**src/rtl/tone_pkg.sv**
```systemverilog
package tone_pkg;

   typedef enum logic [1:0] {
      TRK_IDLE = 2'd0,
      TRK_ARM  = 2'd1,
      TRK_ON   = 2'd2
   } trk_state_t;

   // whole clock cycles in a span of ns nanoseconds
   function automatic int unsigned ns_to_cycles(input longint unsigned clk_hz,
                                                input longint unsigned ns);
      longint unsigned prod;
      prod = clk_hz * ns;
      return 32'(prod / 64'd1_000_000_000);
   endfunction

   // clock cycles in one half period of the tone
   function automatic int unsigned half_period_cycles(input longint unsigned clk_hz,
                                                      input longint unsigned tone_hz);
      return 32'(clk_hz / (64'd2 * tone_hz));
   endfunction

endpackage

```
**src/rtl/tone_sync.sv**
```systemverilog
module tone_sync #(
   parameter int unsigned STAGES = 2
) (
   input  logic clk,
   input  logic rst_n,
   input  logic async_in,
   output logic sync_q,
   output logic edge_p
);

   logic [STAGES-1:0] chain;
   logic              last_q;

   if (STAGES < 2) begin : g_bad_stages
      $error("tone_sync: STAGES must be at least 2");
   end

   always_ff @(posedge clk or negedge rst_n) begin
      if (!rst_n) begin
         chain  <= '0;
         last_q <= 1'b0;
      end else begin
         chain  <= {chain[STAGES-2:0], async_in};
         last_q <= chain[STAGES-1];
      end
   end

   assign sync_q = chain[STAGES-1];
   assign edge_p = sync_q ^ last_q;


   edge_is_change_chk: assert property (@(posedge clk) disable iff (!rst_n)
      edge_p |-> (sync_q != $past(sync_q)));

endmodule

```
**src/rtl/tone_divider.sv**
```systemverilog
module tone_divider #(
   parameter int unsigned HALF_CYC = 4545
) (
   input  logic clk,
   input  logic rst_n,
   input  logic run,
   output logic sq
);

   localparam int unsigned CW = $clog2(HALF_CYC + 1);

   logic [CW-1:0] cnt;

   if (HALF_CYC < 2) begin : g_bad_half
      $error("tone_divider: HALF_CYC must be at least 2");
   end

   // while idle, park at the start of a high half-period
   always_ff @(posedge clk or negedge rst_n) begin
      if (!rst_n) begin
         cnt <= '0;
         sq  <= 1'b1;
      end else if (!run) begin
         cnt <= '0;
         sq  <= 1'b1;
      end else if (cnt == CW'(HALF_CYC - 1)) begin
         cnt <= '0;
         sq  <= ~sq;
      end else begin
         cnt <= cnt + 1'b1;
      end
   end


   half_hold_chk: assert property (@(posedge clk) disable iff (!rst_n)
      (run && cnt != CW'(HALF_CYC - 1)) |=> $stable(sq));


   idle_high_chk: assert property (@(posedge clk) disable iff (!rst_n)
      (!run) |=> (sq && cnt == '0));

endmodule

```
**src/rtl/tone_ext_tracker.sv**
```systemverilog
module tone_ext_tracker
   import tone_pkg::*;
#(
   parameter int unsigned START_CYC = 200,
   parameter int unsigned HOLD_CYC  = 12000
) (
   input  logic clk,
   input  logic rst_n,
   input  logic enable,
   input  logic clear,
   input  logic edge_i,
   output logic on
);

   localparam int unsigned SCW = $clog2(START_CYC + 1);
   localparam int unsigned HCW = $clog2(HOLD_CYC + 1);

   trk_state_t     state;
   logic [SCW-1:0] start_cnt;
   logic [HCW-1:0] hold_cnt;

   if (START_CYC < 1 || START_CYC >= HOLD_CYC) begin : g_bad_timing
      $error("tone_ext_tracker: need 1 <= START_CYC < HOLD_CYC");
   end

   always_ff @(posedge clk or negedge rst_n) begin
      if (!rst_n) begin
         state     <= TRK_IDLE;
         start_cnt <= '0;
         hold_cnt  <= '0;
      end else if (clear || !enable) begin
         state     <= TRK_IDLE;
         start_cnt <= '0;
         hold_cnt  <= '0;
      end else begin
         // cycles since the most recent edge, saturating
         if (edge_i) begin
            hold_cnt <= '0;
         end else if (hold_cnt != HCW'(HOLD_CYC - 1)) begin
            hold_cnt <= hold_cnt + 1'b1;
         end
         unique case (state)
            TRK_IDLE: begin
               if (edge_i) begin
                  state     <= TRK_ARM;
                  start_cnt <= '0;
               end
            end
            TRK_ARM: begin
               if (start_cnt == SCW'(START_CYC - 1)) begin
                  state <= TRK_ON;
               end else begin
                  start_cnt <= start_cnt + 1'b1;
               end
            end
            TRK_ON: begin
               if (!edge_i && hold_cnt == HCW'(HOLD_CYC - 1)) begin
                  state <= TRK_IDLE;
               end
            end
            default: state <= TRK_IDLE;
         endcase
      end
   end

   assign on = (state == TRK_ON);


   no_skip_arm_chk: assert property (@(posedge clk) disable iff (!rst_n)
      (state == TRK_IDLE) |=> (state != TRK_ON));


   clear_idle_chk: assert property (@(posedge clk) disable iff (!rst_n)
      clear |=> (state == TRK_IDLE));


   edge_keeps_on_chk: assert property (@(posedge clk) disable iff (!rst_n)
      (state == TRK_ON && edge_i && enable && !clear) |=> (state == TRK_ON));

endmodule

```
**src/rtl/tone_mode_ctrl.sv**
```systemverilog
module tone_mode_ctrl
   import tone_pkg::*;
#(
   parameter int unsigned CLK_HZ      = 200_000_000,
   parameter int unsigned TONE_HZ     = 22_000,
   parameter int unsigned START_NS    = 1_000,
   parameter int unsigned HOLD_NS     = 60_000,
   parameter int unsigned SYNC_STAGES = 2
) (
   input  logic clk,
   input  logic rst_n,
   input  logic tone_en,
   input  logic ext_mode,
   input  logic tone_in,
   output logic tone_out,
   output logic tone_active
);

   localparam int unsigned HALF_CYC  = half_period_cycles(64'(CLK_HZ), 64'(TONE_HZ));
   localparam int unsigned START_CYC = ns_to_cycles(64'(CLK_HZ), 64'(START_NS));
   localparam int unsigned HOLD_CYC  = ns_to_cycles(64'(CLK_HZ), 64'(HOLD_NS));

   if (TONE_HZ == 0 || CLK_HZ < 4 * TONE_HZ) begin : g_bad_clock
      $error("tone_mode_ctrl: clock too slow for the tone frequency");
   end

   logic       in_sync;
   logic       in_edge;
   logic       div_sq;
   logic       trk_on;
   logic [1:0] ctrl_q;
   logic       ctrl_chg;
   logic       ext_sel;
   logic       env_sel;
   logic       env_run;

   assign ext_sel  = tone_en & ext_mode;
   assign env_sel  = tone_en & ~ext_mode;
   assign ctrl_chg = (ctrl_q != {tone_en, ext_mode});
   assign env_run  = env_sel & in_sync;

   tone_sync #(
      .STAGES (SYNC_STAGES)
   ) u_sync (
      .clk      (clk),
      .rst_n    (rst_n),
      .async_in (tone_in),
      .sync_q   (in_sync),
      .edge_p   (in_edge)
   );

   tone_divider #(
      .HALF_CYC (HALF_CYC)
   ) u_div (
      .clk   (clk),
      .rst_n (rst_n),
      .run   (env_run),
      .sq    (div_sq)
   );

   tone_ext_tracker #(
      .START_CYC (START_CYC),
      .HOLD_CYC  (HOLD_CYC)
   ) u_trk (
      .clk    (clk),
      .rst_n  (rst_n),
      .enable (ext_sel),
      .clear  (ctrl_chg),
      .edge_i (in_edge),
      .on     (trk_on)
   );

   always_ff @(posedge clk or negedge rst_n) begin
      if (!rst_n) begin
         ctrl_q      <= 2'b00;
         tone_out    <= 1'b0;
         tone_active <= 1'b0;
      end else begin
         ctrl_q      <= {tone_en, ext_mode};
         tone_out    <= env_run ? div_sq : (ext_sel & trk_on & in_sync);
         tone_active <= env_run | (ext_sel & trk_on);
      end
   end


   reset_quiet_chk: assert property (@(posedge clk)
      (!rst_n) |=> (!tone_out && !tone_active));


   disabled_quiet_chk: assert property (@(posedge clk) disable iff (!rst_n)
      (!tone_en) |=> (!tone_out && !tone_active));


   out_needs_active_chk: assert property (@(posedge clk) disable iff (!rst_n)
      tone_out |-> tone_active);


   env_rise_chk: assert property (@(posedge clk) disable iff (!rst_n)
      (env_sel && $rose(in_sync)) |=> (tone_active && tone_out));

endmodule

```
**config.mk**
```make
export PLATFORM = sky130hd
export DESIGN_NAME = tone_mode_ctrl
export DESIGN_NICKNAME = d
export VERILOG_FILES = /design/src/rtl/tone_pkg.sv /design/src/rtl/tone_sync.sv /design/src/rtl/tone_divider.sv /design/src/rtl/tone_ext_tracker.sv /design/src/rtl/tone_mode_ctrl.sv
export SDC_FILE = /design/constraint.sdc
export NUM_CORES = 1
export LEC_CHECK = 0
export BUFFER_PORTS_ARGS = -buffer_cell sky130_fd_sc_hd__buf_2
export CAP_MARGIN = 10
export CORE_AREA = 5 5 73 82
export CTS_BUF_LIST = sky130_fd_sc_hd__clkbuf_16
export CTS_CLUSTER_DIAMETER = 100
export CTS_CLUSTER_SIZE = 28
export DETAILED_ROUTE_END_ITERATION = 16
export DIE_AREA = 0 0 78 87
export GPL_ROUTABILITY_DRIVEN = 0
export PLACE_DENSITY = 0.69
export SYNTH_ARGS = -nofsm -noshare
export SYNTH_HDL_FRONTEND = slang
export SYNTH_SLANG_ARGS = --single-unit
export TNS_END_PERCENT = 30
```
**constraint.sdc**
```tcl
create_clock -name clk -period 2.45 [get_ports clk]
set_clock_uncertainty 0.1 [all_clocks]
set_input_delay 0 -clock clk [delete_from_list [all_inputs] [get_ports clk]]
set_output_delay 0 -clock clk [all_outputs]
set_load 0.02 [all_outputs]
```
==> reports/metrics.yaml, run 1 <==
worst_setup_path:
  critical_path_buf_inv_count: 0
  r2r_end: "u_div.cnt[9]"
  worstPathArrival_ns: 2.08
  r2r_slack_ns: 0.43
  path_cells: "or4_1 -> or4_4 -> nand2_2 -> nor2_1"
  slowest_stage: "or4_4"
  critPathMaxStageDelay_ns: 0.55
  rr_worst_depth: 4
  worst-setup-path-type: "reg -> reg"
  crit_required_ns: 2.51
  path_max_fanout: 12
  cp-start-kind: "register"
  timing.rr.start: "u_div.cnt[9]"
  path_delay_family: "simple AND/OR/NAND/NOR gates"
  critPathCaptureType: "register"
clocking:
  htreeDepth: 2
  cts_buffers: 5
  cts_tree: "done"
  clockBufferDepth: 2
  cts-root-buf: "clkbuf_16"
  numClockSinks: 45
  clock_latency_ns: 0.28
  path_clk_slew_ns: 0.06
logic_synthesis:
  ys_types: 45
  synth_edf_count: 0
  synthesis.instances: 222
  synth_ff_type: "dfrtp_1"
  async_reset_ff_share_pct: 100
  syn_area_um2: 2200
  yosys_warnings: 0
  seq_area_frac_synth_pct: 51.1
  syn_avg_cell_area_um2: 9.93
  ys_ff_latch: 45
  syn-num-nets: 231
floorplanning:
  initial_utilization_pct: 42.8
  row_count: 28
  io-pin-count: 7
  die_w_um: 78
  die_h_um: 87
  dieArea_um2: 6790
  core_area_um2: 5150
routing:
  num_vias: 1602
  drc_errors: 0
  wire_per_inst_um: 13.0
  avgViaCountPerCell: 5.39
  antenna_left: 0
  dr.pass1.iters: 4
  first_iter_violations: 64
  wl_um: 3850
timing:
  hold_viol_final: 0
  relSlewSlack_pct: 34.0
  finalSetupViolCount: 0
  timing.fmax_mhz: 496
  timing.final.crit_share_pct: 82.3
  timing.hold.ws_ns: 0.248
  period_minus_slack_ns: 2.02
  drv_slew: 0
  worst_pin_slew_ns: 0.991
  fin_ws_ns: 0.433
  rsz0062_at_grt: "no"
  tns_ns: 0
finish:
  finalCoreUtilization_pct: 48.1
  finalNetCount: 245
  fillers: 488
  drive_gt1_share_pct: 11.4
  layout_commonest_cell: "dfrtp_1"
  area_delta_synth_final_pct: 12.3
  design_area_um2: 2480
  fin_cells: 297
  antenna_cells: 0
  layout_common_cells: "dfrtp_1, nor2_1, nand3_1"
pwr:
  p_per_area_nw_per_um2: 583
  p_switching_uw: 304
  intPower_mw: 1.14
  finalPower_mw: 1.44
  power_frac_seq_pct: 52.3
  p_comb_share_pct: 3.4
  ir_drop_mv: 0.450
  total_leakage_power_nw: 1.02
  p_clk_share_pct: 44.3
  swShare_pct: 21.1
place:
  dp_hpwl_um: 2680
  place_area_um2: 2290
  place_ws_ns: 0.432
  dp_cells: 285
  portBuffers: 6
grt:
  grt-ovfl-total: 0
  grt_max_degree: 46
  grt_pass1_wl_um: 6850
  antenna_found_initial: 0
  track_usage_pct: 12.6
  grt_pass1_vias: 1538
min_path:
  hold_end: "u_sync.chain[1]"
  min_path_cells: 0
  hold_path_class: "reg -> reg"
  hp-start: "u_sync.chain[0]"
run:
  maxCapViolCount: 0
run_status:
  status: "finished clean"
==> Yosys cell counts, types with 3 or more instances <==
| master | n | area, um^2 |
|---|---|---|
| dfrtp_1 | 44 | 1100 |
| xnor2_1 | 14 | 123 |
| nand3_1 | 16 | 80.1 |
| nor2_1 | 27 | 101 |
| mux2i_1 | 3 | 30.0 |
| and3_1 | 4 | 25.0 |
| nand4_1 | 6 | 37.5 |
| or4_1 | 3 | 22.5 |
| nand2_1 | 12 | 45.0 |
| ha_1 | 4 | 50.1 |
| inv_1 | 12 | 45.0 |
| xor2_1 | 4 | 35.0 |
| nor4_1 | 5 | 31.3 |
| o21ai_0 | 8 | 40.0 |
| nor3_1 | 5 | 25.0 |
| a21oi_1 | 10 | 50.1 |
| or3_1 | 10 | 62.6 |
==> worst max path at each step <==
stage	start	end	slack [ns]	depth (start not counted)
floorplan	u_div.cnt[9]	u_div.cnt[10]	0.53	5
global placement	u_div.cnt[9]	u_div.cnt[2]	0.46	4
detailed placement	u_div.cnt[9]	u_div.cnt[9]	0.43	4
CTS	u_div.cnt[9]	u_div.cnt[9]	0.43	4
global route	u_div.cnt[9]	u_div.cnt[9]	0.37	4
finish	u_div.cnt[9]	u_div.cnt[9]	0.43	4
==> logic make-up after synthesis <==
kind of cell / count (synthesis) / synth area share [%]
and+or+nand+nor: 103 / 25.0
DFF: 45 / 51.1
adders and majority gates: 4 / 2.27
AOI/OAI and AO/OA: 31 / 8.97
buffers and inverters: 16 / 3.12
muxes: 5 / 2.38
xor gates and xnor gates: 18 / 7.15
==> flip-flops by register name (all words and copies together), names as in the netlist <==
| register | cells |
|---|---|
| ctrl_q | 2 |
| tone_active | 1 |
| tone_out | 1 |
| u_div.cnt | 13 |
| u_div.sq | 1 |
| u_sync.chain | 2 |
| u_sync.last_q | 1 |
| u_trk.hold_cnt | 14 |
| u_trk.start_cnt | 8 |
| u_trk.state | 2 |
==> per-layer routing <==
metal  part of all wire, %  vias up  track usage, %
li1                      -      818               -
met1                    48      767            15.7
met2                    47       12            21.0
met3                   2.9        5            3.52
met4                   1.3        0            4.61
met5                     0        -               0
==> timing repair <==
action,CTS,global route
hold buffers,4,0
gates resized for setup,0,0
hold endpoints to repair,50,0
buffers inserted,0,0
==> power by group through the flow <==
stage	logic [mW]	registers, mW	clock network [mW]
2_1_floorplan	0.0187	0.769	0
3_3_place_gp	0.0446	0.768	0
3_5_place_dp	0.0457	0.768	0
4_1_cts	0.0506	0.754	0.665
5_1_grt	0.0571	0.755	0.699
6_report	0.0489	0.755	0.639
==> worst register-to-register path, stage by stage (launching register included) <==
cell     delay, ns
dfrtp_1       0.42
or4_1         0.54
or4_4         0.55
nand2_2       0.21
nor2_1        0.08
==> layout make-up <==
type | instances | area [um^2] | share of cell area (%)
Clock buffer | 5 | 125 | 5.05
Clock inverter | 3 | 17.5 | 0.707
Inverter | 12 | 45.0 | 1.82
Multi-Input combinational cell | 161 | 1010 | 40.7
Sequential cell | 45 | 1130 | 45.5
Tap cell | 60 | 75.1 | 3.03
Timing Repair Buffer | 11 | 77.6 | 3.13
Note: power is estimated with default switching activity, not from simulation.
==> run 2, diff against run 1 <==
==> constraint.sdc (replaced) <==
create_clock -name clk -period 2 [get_ports clk]
set_clock_uncertainty 0.1 [all_clocks]
set_input_delay 0 -clock clk [delete_from_list [all_inputs] [get_ports clk]]
set_output_delay 0 -clock clk [all_outputs]
set_load 0.02 [all_outputs]
==> run 2 against run 1 <==
  * Clock power rose by 26%
  * Sequential cell count unchanged
  * Sequential share of layout area fell by 1.3 points
  * Fmax increased by 6.6%
==> reports/metrics.yaml, run 2 (same netlist as run 1, synthesis figures left out) <==
run_status:
  status: "finished clean"
place:
  portBuffers: 6  # unchanged
  place_area_um2: 2360  # +2.8%
  dp_hpwl_um: 2770  # +3.2%
run:
  maxCapViolCount: 0  # unchanged
finish:
  largest_reg_flops: 14  # unchanged
  layout_commonest_cell: "dfrtp_1"
  area_delta_synth_final_pct: 15.7
  regMostFlops: "u_trk.hold_cnt"
  antenna_cells: 0  # unchanged
  layout_common_cells: "dfrtp_1, nor2_1, nand3_1"
  finalNetCount: 252  # +2.9%
  reg_top3: "u_trk.hold_cnt x14, u_div.cnt x13, u_trk.start_cnt x8"
  design_area_um2: 2550  # +3.0%
  drive_gt1_share_pct: 13.9  # +2.5 points
floorplanning:
  die_h_um: 87  # unchanged
  die_w_um: 78  # unchanged
  dieArea_um2: 6790  # unchanged
  initial_utilization_pct: 42.8  # unchanged
  core_area_um2: 5150  # unchanged
  io-pin-count: 7  # unchanged
  row_count: 28  # unchanged
pwr:
  power_frac_seq_pct: 51.5  # -0.8 points
  p_clk_share_pct: 44.8  # +0.5 points
  swShare_pct: 21.7  # +0.57 points
  ir_drop_mv: 0.374  # -17%
  p_comb_share_pct: 3.7  # +0.3 points
  total_leakage_power_nw: 1.05  # +3.3%
  p_switching_uw: 389  # +28%
  intPower_mw: 1.41  # +23%
  p_per_area_nw_per_um2: 703  # +21%
routing:
  first_iter_violations: 76  # +19%
  wl_um: 3900  # +1.1%
  avgViaCountPerCell: 5.38  # -0.29%
  antenna_left: 0  # unchanged
  dr.pass1.iters: 4  # unchanged
  wire_per_inst_um: 12.8  # -1.2%
  drc_errors: 0  # unchanged
  num_vias: 1635  # +2.1%
min_path:
  hold_path_class: "in -> async"
worst_setup_path:
  critPathCaptureType: "register"
  slowest_stage: "or4_4"
  rr_worst_depth: 4  # unchanged
  path_cells: "or4_1 -> or4_4 -> nand2_4 -> nor2_1"
  worstPathArrival_ns: 1.96  # -0.12 ns
  crit_required_ns: 2.07  # -0.44 ns
  path_max_fanout: 12  # unchanged
  path_depth: 4  # unchanged
  cp-start-kind: "register"
  critPathMaxStageDelay_ns: 0.56  # about the same
  path_delay_family: "simple AND/OR/NAND/NOR gates"
  critical_path_buf_inv_count: 0  # unchanged
  worst-setup-path-type: "reg -> reg"
timing:
  worst_pin_slew_ns: 0.551  # -0.440 ns
  rsz0062_at_grt: "no"
  tns_ns: 0  # unchanged
  period_minus_slack_ns: 1.89  # -0.125 ns
  timing.final.crit_share_pct: 94.6  # +12 points
  drv_slew: 0  # unchanged
  finalSetupViolCount: 0  # unchanged
  hold_viol_final: 0  # unchanged
  timing.fmax_mhz: 528  # +6.6%
  relSlewSlack_pct: 63.3  # +29 points
clocking:
  cts_tree: "done"
  clock_latency_ns: 0.29  # about the same
  path_clk_slew_ns: 0.07  # about the same
  cts_buffers: 5  # unchanged
  clockBufferDepth: 2  # unchanged
  cts-root-buf: "clkbuf_16"
  numClockSinks: 45  # unchanged
  htreeDepth: 2  # unchanged
grt:
  grt_pass1_vias: 1578  # +2.6%
  grt_max_degree: 25  # -46%
  grt-ovfl-total: 0  # unchanged
  track_usage_pct: 12.6  # +0.016 points
  grt_pass1_wl_um: 6800  # -0.70%
  antenna_found_initial: 0  # unchanged
-- run 2: changes by cell type in the layout (fill, tap and decap cells not counted), sizes merged --
cell / before / now
clkinv: 2 / 0
clkinvlp: 1 / 3
buf: 7 / 14
-- run 2: cell type report --
type	count	area [um^2]
clock buffers	5	125
clock inverters	3	22.5
fillers	451	2600
inverters	12	45.0
multi-input cells	161	1010
flip-flops and latches	45	1130
well taps	60	75.1
repair buffers	18	143
-- run 2: layer usage --
layer / GRT usage [%] / vias to the layer above / wire [um]
met3: 3.83 / 5 / 153
met2: 20.1 / 27 / 1890
li1: - / 828 / -
met4: 6.30 / 0 / 67
met5: 0 / - / 0
met1: 15.5 / 775 / 1790
-- run 2: power by group through the flow --
stage                     Combinational [mW]  Sequential [mW]  Clock [mW]
final                                 0.0669            0.924       0.803
after global routing                  0.0769            0.925       0.866
after CTS                             0.0687            0.924       0.834
after detailed placement              0.0622            0.941           0
after global placement                0.0616            0.941           0
after floorplan                       0.0229            0.942           0
-- run 2: worst paths after layout --
check / from / end / slack (ns)
worst max-delay path: u_div.cnt[9] / u_div.cnt[3] / 0.11
worst max register to register: u_div.cnt[9] / u_div.cnt[3] / 0.11
min in group clk: u_sync.chain[0] / u_sync.chain[1] / 0.25
worst min register to register: u_sync.chain[0] / u_sync.chain[1] / 0.25
max in group asynchronous: rst_n / u_div.sq / 1.07
worst min-delay path: rst_n / u_trk.start_cnt[3] / 0.13
-- run 2: what timing repair did --
action,4_1_cts,5_1_grt
gates resized for setup,0,1
hold buffers,4,0
setup endpoints to repair,0,7
buffers inserted,0,0
hold endpoints to repair,27,0
-- run 2: through the flow --
stage	worst slack (ns)	power, mW	hold WS [ns]	utilization [%]	cells
global placement	0.0782	1.00	-0.0903	45.8	292
detailed placement	0.0469	1.00	-0.0858	45.8	292
global route	0.0654	1.87	0.184	49.5	304
floorplan	0.0830	0.965	-0.396	-	222
finish	0.108	1.79	0.129	49.5	304
CTS	0.0402	1.83	0.144	49.4	304
